<file path="src/rtl/ptm_pkg.sv">
package ptm_pkg;

    localparam int DATA_W  = 32;
    localparam int BIT_EXT = 0;
    localparam int BIT_RUN = 1;
    localparam int BIT_UPD = 2;
    localparam int BIT_ARL = 4;
    localparam int BIT_IE  = 5;

    typedef enum logic [1:0] {
        W_CTRL = 2'd0,
        W_CNTB = 2'd1,
        W_CMPB = 2'd2,
        W_OBS  = 2'd3
    } word_e;

    typedef struct packed {
        logic ie;
        logic arl;
        logic ext;
        logic run;
    } ctrl_t;

    function automatic ctrl_t unpack_ctrl(input logic [DATA_W-1:0] w);
        ctrl_t c;
        c.ie  = w[BIT_IE];
        c.arl = w[BIT_ARL];
        c.ext = w[BIT_EXT];
        c.run = w[BIT_RUN];
        return c;
    endfunction

    function automatic logic [DATA_W-1:0] pack_ctrl(input ctrl_t c, input logic upd);
        logic [DATA_W-1:0] w;
        w          = '0;
        w[BIT_IE]  = c.ie;
        w[BIT_ARL] = c.arl;
        w[BIT_EXT] = c.ext;
        w[BIT_RUN] = c.run;
        w[BIT_UPD] = upd;
        return w;
    endfunction

endpackage

</file>
<file path="src/rtl/ptm_tick_sync.sv">
module ptm_tick_sync (
    input  logic clk,
    input  logic rst,
    input  logic din,
    output logic rise
);
    logic s1_q, s2_q, s3_q;

    always_ff @(posedge clk) begin
        if (rst) begin
            s1_q <= 1'b0;
            s2_q <= 1'b0;
            s3_q <= 1'b0;
        end else begin
            s1_q <= din;
            s2_q <= s1_q;
            s3_q <= s2_q;
        end
    end

    assign rise = s2_q & ~s3_q;

    // one decrement per edge, never two in a row
    assert_single_tick_R9: assert property (@(posedge clk) disable iff (rst)
        rise |=> !rise);
endmodule

</file>
<file path="src/rtl/ptm_channel.sv">
module ptm_channel
    import ptm_pkg::*;
#(
    parameter int CNT_W = 32
) (
    input  logic              clk,
    input  logic              rst,
    input  logic              wr_ctrl,
    input  logic              wr_cntb,
    input  logic              wr_cmpb,
    input  logic [DATA_W-1:0] wdata,
    input  logic              ext_rise,
    output logic [DATA_W-1:0] ctrl_rd,
    output logic [CNT_W-1:0]  cntb_rd,
    output logic [CNT_W-1:0]  cmpb_rd,
    output logic [CNT_W-1:0]  cnt_rd,
    output logic              pwm,
    output logic              flag_set
);
    ctrl_t            ctrl_q;
    logic             upd_q;
    logic [CNT_W-1:0] cnt_q, cntb_q, cmpb_q, cmp_live_q;
    logic             tick, expire;

    assign tick   = ctrl_q.run && !upd_q && (ctrl_q.ext ? ext_rise : 1'b1);
    assign expire = tick && (cnt_q <= CNT_W'(1));

    always_ff @(posedge clk) begin
        if (rst) begin
            ctrl_q     <= '0;
            upd_q      <= 1'b0;
            cnt_q      <= '0;
            cntb_q     <= '0;
            cmpb_q     <= '0;
            cmp_live_q <= '0;
        end else begin
            if (upd_q) begin
                cnt_q      <= cntb_q;
                cmp_live_q <= cmpb_q;
                upd_q      <= 1'b0;
            end else if (expire) begin
                if (ctrl_q.arl) begin
                    cnt_q      <= cntb_q;
                    cmp_live_q <= cmpb_q;
                end else begin
                    cnt_q      <= '0;
                    ctrl_q.run <= 1'b0;
                end
            end else if (tick) begin
                cnt_q <= cnt_q - CNT_W'(1);
            end
            if (wr_cntb) cntb_q <= wdata[CNT_W-1:0];
            if (wr_cmpb) cmpb_q <= wdata[CNT_W-1:0];
            if (wr_ctrl) begin
                ctrl_q <= unpack_ctrl(wdata);
                upd_q  <= wdata[BIT_UPD];
            end
        end
    end

    assign ctrl_rd  = pack_ctrl(ctrl_q, upd_q);
    assign cntb_rd  = cntb_q;
    assign cmpb_rd  = cmpb_q;
    assign cnt_rd   = cnt_q;
    assign pwm      = ctrl_q.run && (cnt_q > cmp_live_q);
    assign flag_set = expire && ctrl_q.ie;

    // load request lasts exactly one clock
    assert_upd_selfclear_R2: assert property (@(posedge clk) disable iff (rst)
        (upd_q && !wr_ctrl) |=> !upd_q);
    // a stopped channel keeps its count
    assert_stopped_hold_R3: assert property (@(posedge clk) disable iff (rst)
        (!ctrl_q.run && !upd_q) |=> $stable(cnt_q));
    // one-shot channel stops after expiry
    assert_oneshot_stop_R4: assert property (@(posedge clk) disable iff (rst)
        (expire && !ctrl_q.arl && !wr_ctrl) |=> !ctrl_q.run);
    // auto-reload refills from the holding register
    assert_reload_R5: assert property (@(posedge clk) disable iff (rst)
        (expire && ctrl_q.arl && !wr_cntb) |=> (cnt_q == $past(cntb_q)));
endmodule

</file>
<file path="src/rtl/pwm_timer_apb.sv">
module pwm_timer_apb
    import ptm_pkg::*;
#(
    parameter int          NUM_CH   = 8,
    parameter int          CNT_W    = 32,
    parameter logic [31:0] REVISION = 32'h0001_0A00,
    localparam int         ADDR_W   = $clog2((NUM_CH + 2) * 16)
) (
    input  logic              clk,
    input  logic              rst,
    input  logic              psel,
    input  logic              penable,
    input  logic              pwrite,
    input  logic [ADDR_W-1:0] paddr,
    input  logic [31:0]       pwdata,
    output logic [31:0]       prdata,
    input  logic [NUM_CH-1:0] ext_tick,
    output logic              irq,
    output logic [NUM_CH-1:0] pwm_out
);
    localparam int BLK_W   = ADDR_W - 4;
    localparam int REV_BLK = NUM_CH + 1;

    logic [BLK_W-1:0] blk;
    word_e            word;
    logic             aligned, wr_en, wr_status;
    logic [NUM_CH-1:0] flags_q, set_v, clr_v, rise_v;
    logic [NUM_CH-1:0] wr_ctrl, wr_cntb, wr_cmpb;
    logic [DATA_W-1:0] ctrl_rd [NUM_CH];
    logic [CNT_W-1:0]  cntb_rd [NUM_CH];
    logic [CNT_W-1:0]  cmpb_rd [NUM_CH];
    logic [CNT_W-1:0]  cnt_rd  [NUM_CH];
    logic [31:0]       rd_mux;

    assign blk       = paddr[ADDR_W-1:4];
    assign word      = word_e'(paddr[3:2]);
    assign aligned   = (paddr[1:0] == 2'b00);
    assign wr_en     = psel && penable && pwrite && aligned;
    assign wr_status = wr_en && (blk == '0) && (word == W_CTRL);
    assign clr_v     = wr_status ? pwdata[NUM_CH-1:0] : '0;

    for (genvar i = 0; i < NUM_CH; i++) begin : g_ch
        logic hit;
        assign hit        = wr_en && (blk == BLK_W'(i + 1));
        assign wr_ctrl[i] = hit && (word == W_CTRL);
        assign wr_cntb[i] = hit && (word == W_CNTB);
        assign wr_cmpb[i] = hit && (word == W_CMPB);

        ptm_tick_sync u_sync (
            .clk  (clk),
            .rst  (rst),
            .din  (ext_tick[i]),
            .rise (rise_v[i])
        );

        ptm_channel #(.CNT_W(CNT_W)) u_ch (
            .clk      (clk),
            .rst      (rst),
            .wr_ctrl  (wr_ctrl[i]),
            .wr_cntb  (wr_cntb[i]),
            .wr_cmpb  (wr_cmpb[i]),
            .wdata    (pwdata),
            .ext_rise (rise_v[i]),
            .ctrl_rd  (ctrl_rd[i]),
            .cntb_rd  (cntb_rd[i]),
            .cmpb_rd  (cmpb_rd[i]),
            .cnt_rd   (cnt_rd[i]),
            .pwm      (pwm_out[i]),
            .flag_set (set_v[i])
        );

        // an enabled expiry always leaves its flag set
        assert_flag_set_R6: assert property (@(posedge clk) disable iff (rst)
            set_v[i] |=> flags_q[i]);
        // a one written without a competing set clears the flag
        assert_w1c_R7: assert property (@(posedge clk) disable iff (rst)
            (wr_status && pwdata[i] && !set_v[i]) |=> !flags_q[i]);
    end

    always_ff @(posedge clk) begin
        if (rst) flags_q <= '0;
        else     flags_q <= (flags_q & ~clr_v) | set_v;
    end

    assign irq = |flags_q;

    always_comb begin
        rd_mux = '0;
        if (aligned) begin
            if (blk == '0) begin
                if (word == W_CTRL) rd_mux = 32'(flags_q);
            end else if (blk == BLK_W'(REV_BLK)) begin
                if (word == W_CTRL) rd_mux = REVISION;
            end else begin
                for (int i = 0; i < NUM_CH; i++) begin
                    if (blk == BLK_W'(i + 1)) begin
                        case (word)
                            W_CTRL:  rd_mux = ctrl_rd[i];
                            W_CNTB:  rd_mux = 32'(cntb_rd[i]);
                            W_CMPB:  rd_mux = 32'(cmpb_rd[i]);
                            default: rd_mux = 32'(cnt_rd[i]);
                        endcase
                    end
                end
            end
        end
    end

    assign prdata = (psel && !pwrite) ? rd_mux : '0;
endmodule

</file>
<file path="config.mk">
export PLATFORM = sky130hd
export DESIGN_NAME = pwm_timer_apb
export DESIGN_NICKNAME = d
export VERILOG_FILES = /design/src/rtl/ptm_pkg.sv /design/src/rtl/ptm_tick_sync.sv /design/src/rtl/ptm_channel.sv /design/src/rtl/pwm_timer_apb.sv
export SDC_FILE = /design/constraint.sdc
export NUM_CORES = 2
export LEC_CHECK = 0
export BUFFER_PORTS_ARGS = -buffer_cell sky130_fd_sc_hd__buf_2
export CORE_ASPECT_RATIO = 0.5
export CORE_MARGIN = 10
export CORE_UTILIZATION = 60
export CTS_CLUSTER_DIAMETER = 200
export DETAILED_ROUTE_END_ITERATION = 6
export PLACE_DENSITY_LB_ADDON = 0.2
export SYNTH_ARGS = -nofsm -noshare
export SYNTH_HDL_FRONTEND = slang
export SYNTH_SLANG_ARGS = --single-unit
</file>
<file path="constraint.sdc">
create_clock -name clk -period 5.05 [get_ports clk]
set_input_delay 0.2525 -clock clk [delete_from_list [all_inputs] [get_ports clk]]
set_output_delay 0.2525 -clock clk [all_outputs]
set_load 0.01 [all_outputs]
</file>
==> impl_metrics.csv <==
group,metric,value,unit
logic_synthesis,synth_compound_area_share,21.0,%
clock_tree,cts_setup_buffers,0,
final_layout,final_common_cell,"nand2_1",
sta,final_hold_viol_count,0,
sta,fin_skew,0.0191,ns
clock_tree,clk_pin_slew_worst_paths,0.07,ns
clock_tree,cts.sinks,1096,
sta,fmax,224,MHz
logic_synthesis,ys_seq_area_share,37.3,%
clock_tree,clk_path_buf_depth,3,
logic_synthesis,synthSimpleGateAreaFrac,20.5,%
worst_setup_path,cpMostUsedCell,"buf_12",
logic_synthesis,ys_warn_count,0,
outcome,violations,"DRC",
final_layout,final_nets,7515,
power,ir_worst_vdd,0.302,mV
outcome,status,"complete, but fails checks",
clock_tree,cts.hold.buffers_added,9,
logic_synthesis,synthMuxAreaShare,8.14,%
routing,via_count,60100,
power,power_density,277,nW/µm²
place,dp_hpwl,172000,µm
clock_tree,tritoncts,"yes",
logic_synthesis,synthAdderAreaFrac,5.79,%
global_routing,grt_pass1_vias,54300,
global_routing,grt-ovfl-total,0,
global_routing,grt_max_degree,213,
die,fp-row-count,81,
die,io_pins,94,
logic_synthesis,ys_seq_elements,1096,
clock_tree,htree_levels,3,
worst_setup_path,cp-start-kind,"input pin",
logic_synthesis,ys_types,96,
sta,finalSetupViolCount,0,
worst_setup_path,cp_top_family,"simple AND/OR/NAND/NOR gates",
routing,via_per_inst,6.98,
sta,worst_pin_slew,1.41,ns
sta,finalSetupTns,0,ns
worst_setup_path,slowest_delay,0.87,ns
sta,timing.slew.headroom,6.31,%
logic_synthesis,synth_top_family_by_area,"compound AO/OA/AOI/OAI gates",
worst_setup_path,cp_data_required_time,4.80,ns
die,die_w,463,µm
logic_synthesis,syn-num-nets,7736,
sta,slew_viol_final,0,
clock_tree,ctsResizeCount,0,
logic_synthesis,synth-edff-count,0,
final_layout,layout_common_cells,"1546 x nand2_1, 1096 x dfxtp_1, 844 x a21oi_1",
worst_setup_path,path_class,"in2out",
clock_tree,clockRootBuffer,"clkbuf_16",
logic_synthesis,synthXorXnorAreaFrac,1.03,%
routing,firstDrtPassIters,7,
worst_setup_path,path_cells,"buf_8, nor2b_4, buf_12, buf_12, a22oi_1, a211oi_1, nor4_1, nor3_1, buf_2",
sta,rsz0062_at_grt,"no",
sta,fin_crit_sh,88.4,%
logic_synthesis,synth_area,58800,µm²
routing,drt-initial-drc-count,10700,
final_layout,fill_cells,8324,
routing,wl,251000,µm
global_routing,grt_pass1_wl,365000,µm
logic_synthesis,synth_flop_cell,"dfxtp_1",
sta,period_minus_slack,4.46,ns
worst_setup_path,cp.buffers_inverters,4,
routing,routedWlPerCell,29.2,µm
worst_setup_path,end_kind,"output pin",
logic_synthesis,avgSynthCellArea,7.93,µm²
logic_synthesis,async_flop_share,0,%
worst_setup_path,arrival,4.21,ns
clock_tree,clk_latency,0.73,ns
routing,drc,4,
logic_synthesis,synth_cells,7411,
place,port_buffers,93,
die,initial_utilization,60.3,%
die,dieArea,112000,µm²
final_layout,drive_above_1_share,10.4,%
die,core,97400,µm²
global_routing,antenna_found_initial,24,
final_layout,post-route-util,65.3,%
global_routing,grt.total_usage,42.7,%
place,place_congestion,1.06,
run,cap_violations,0,
routing,drtAntennaViolNets,0,
min_path,hold_class,"in2reg",
worst_setup_path,slowest_stage,"nor3_1",
clock_tree,numCtsBuffers,101,
worst_setup_path,cp_max_fo,47,
die,die_y,241,µm
power,total_leakage_power,23.0,nW
final_layout,synthToLayoutAreaGrowth,8.23,%
## metrics by stage
step                      instance area [µm²]  total power [W]  hold WS, ns  instances  setup WS [ns]
final                                   63600           0.0176        0.144       8613          0.586
after global placement                  60100          0.00965        0.439       8406           1.09
after CTS                               63600           0.0175       0.0713       8595           1.01
after detailed placement                60100          0.00966        0.427       8406           1.02
after floorplan                         58800          0.00927        0.381       7411           2.40
after global routing                    63600           0.0179        0.113       8598          0.722
## final timing paths
path              slack [ns]  cells past startpoint                   start                        to
setup reg to reg        1.29                      8  g_ch[5].u_ch.cnt_rd[9]   g_ch[5].u_ch.cnt_rd[16]
setup / recovery        0.59                      9                paddr[2]                prdata[19]
hold reg to reg         0.45                      1     g_ch[1].u_sync.s1_q       g_ch[1].u_sync.s2_q
hold / removal          0.14                      3              pwdata[26]  g_ch[2].u_ch.cntb_rd[26]
## layer usage
metal	track usage, %	vias to the layer above	part of all wire (%)
met5	0	-	0.054
met4	20.5	20	5.9
met3	19.3	877	18
met2	58.7	4611	38
met1	56.4	28600	38
li1	-	26000	-
## cell usage after synthesis, types with 14 or more instances
| cell | count | area [µm²] |
|---|---|---|
| nand2_1 | 1547 | 5810 |
| dfxtp_1 | 1096 | 21900 |
| a21oi_1 | 848 | 4240 |
| clkbuf_1 | 463 | 1740 |
| nor2_1 | 438 | 1640 |
| inv_1 | 345 | 1290 |
| ha_1 | 272 | 3400 |
| nor3_1 | 223 | 1120 |
| mux2_2 | 216 | 2430 |
| a22oi_1 | 186 | 1400 |
| a221oi_1 | 153 | 1340 |
| o21ai_0 | 150 | 751 |
| mux2i_1 | 145 | 1450 |
| nor4_1 | 98 | 613 |
| nand3_1 | 80 | 400 |
| nand4_1 | 79 | 494 |
| buf_2 | 57 | 285 |
| or3_1 | 57 | 357 |
| o22ai_1 | 56 | 350 |
| a211oi_1 | 54 | 405 |
| nor2b_1 | 54 | 338 |
| a31oi_1 | 52 | 325 |
| o32ai_1 | 45 | 394 |
| or4_1 | 44 | 330 |
| xor2_1 | 44 | 385 |
| a32oi_1 | 40 | 350 |
| mux4_2 | 40 | 901 |
| o211ai_1 | 38 | 285 |
| buf_1 | 27 | 101 |
| o31ai_1 | 27 | 203 |
| nand2b_1 | 26 | 163 |
| xnor2_1 | 25 | 219 |
| a21o_1 | 24 | 180 |
| o21a_1 | 23 | 173 |
| a2111oi_0 | 19 | 166 |
| a22o_1 | 18 | 158 |
| and3_1 | 16 | 100 |
| o2111ai_1 | 15 | 131 |
| o311ai_0 | 15 | 131 |
| o31a_1 | 14 | 123 |
## sequential cells by signal, indices dropped and copies added (netlist names)
register / cells
flags_q: 8
g_ch.u_ch.cnt_rd: 256
g_ch.u_sync.s2_q: 8
g_ch.u_sync.s3_q: 8
g_ch.u_ch.cmpb_rd: 256
g_ch.u_ch.cmp_live_q: 256
g_ch.u_ch.upd_q: 8
g_ch.u_ch.cntb_rd: 256
g_ch.u_sync.s1_q: 8
g_ch.u_ch.ctrl_rd: 32
## layout make-up
type                    instances  area (µm²)  area share [%]
clock inverters                43         430           0.677
repair buffers                248        1860            2.92
flip-flops and latches       1096       21900            34.5
multi-input cells            5398       33400            52.6
well taps                    1328        1660            2.61
diodes                         18        45.0          0.0708
clock buffers                 137        2930            4.60
inverters                     345        1290            2.04
## worst register-to-register path, cell delays in order (launching register included)
cell      delay, ns
dfxtp_1        0.32
buf_4          0.16
nor4_1         0.59
nand3_1        0.17
nor4_1         0.78
a31o_2         0.88
buf_4          0.44
a221oi_1       0.15
nor3_1         0.18
## power breakdown
group | internal, W | leakage (nW) | switching (W)
combinational | 0.000168 | 12.5 | 0.000713
sequential | 0.00865 | 8.83 | 0.00000816
clock | 0.00442 | 1.67 | 0.00366
## cells by family (layout without fill, tap and decap cells)
kind of cell	Yosys count	after routing
flops	1096	1096
simple gates	2745	2745
mux	401	401
fa+ha+maj	272	272
compound gates	1911	1911
buf+inv	917	773
other cells	0	18
xor+xnor	69	69
Power figures use the tool's default switching activity.
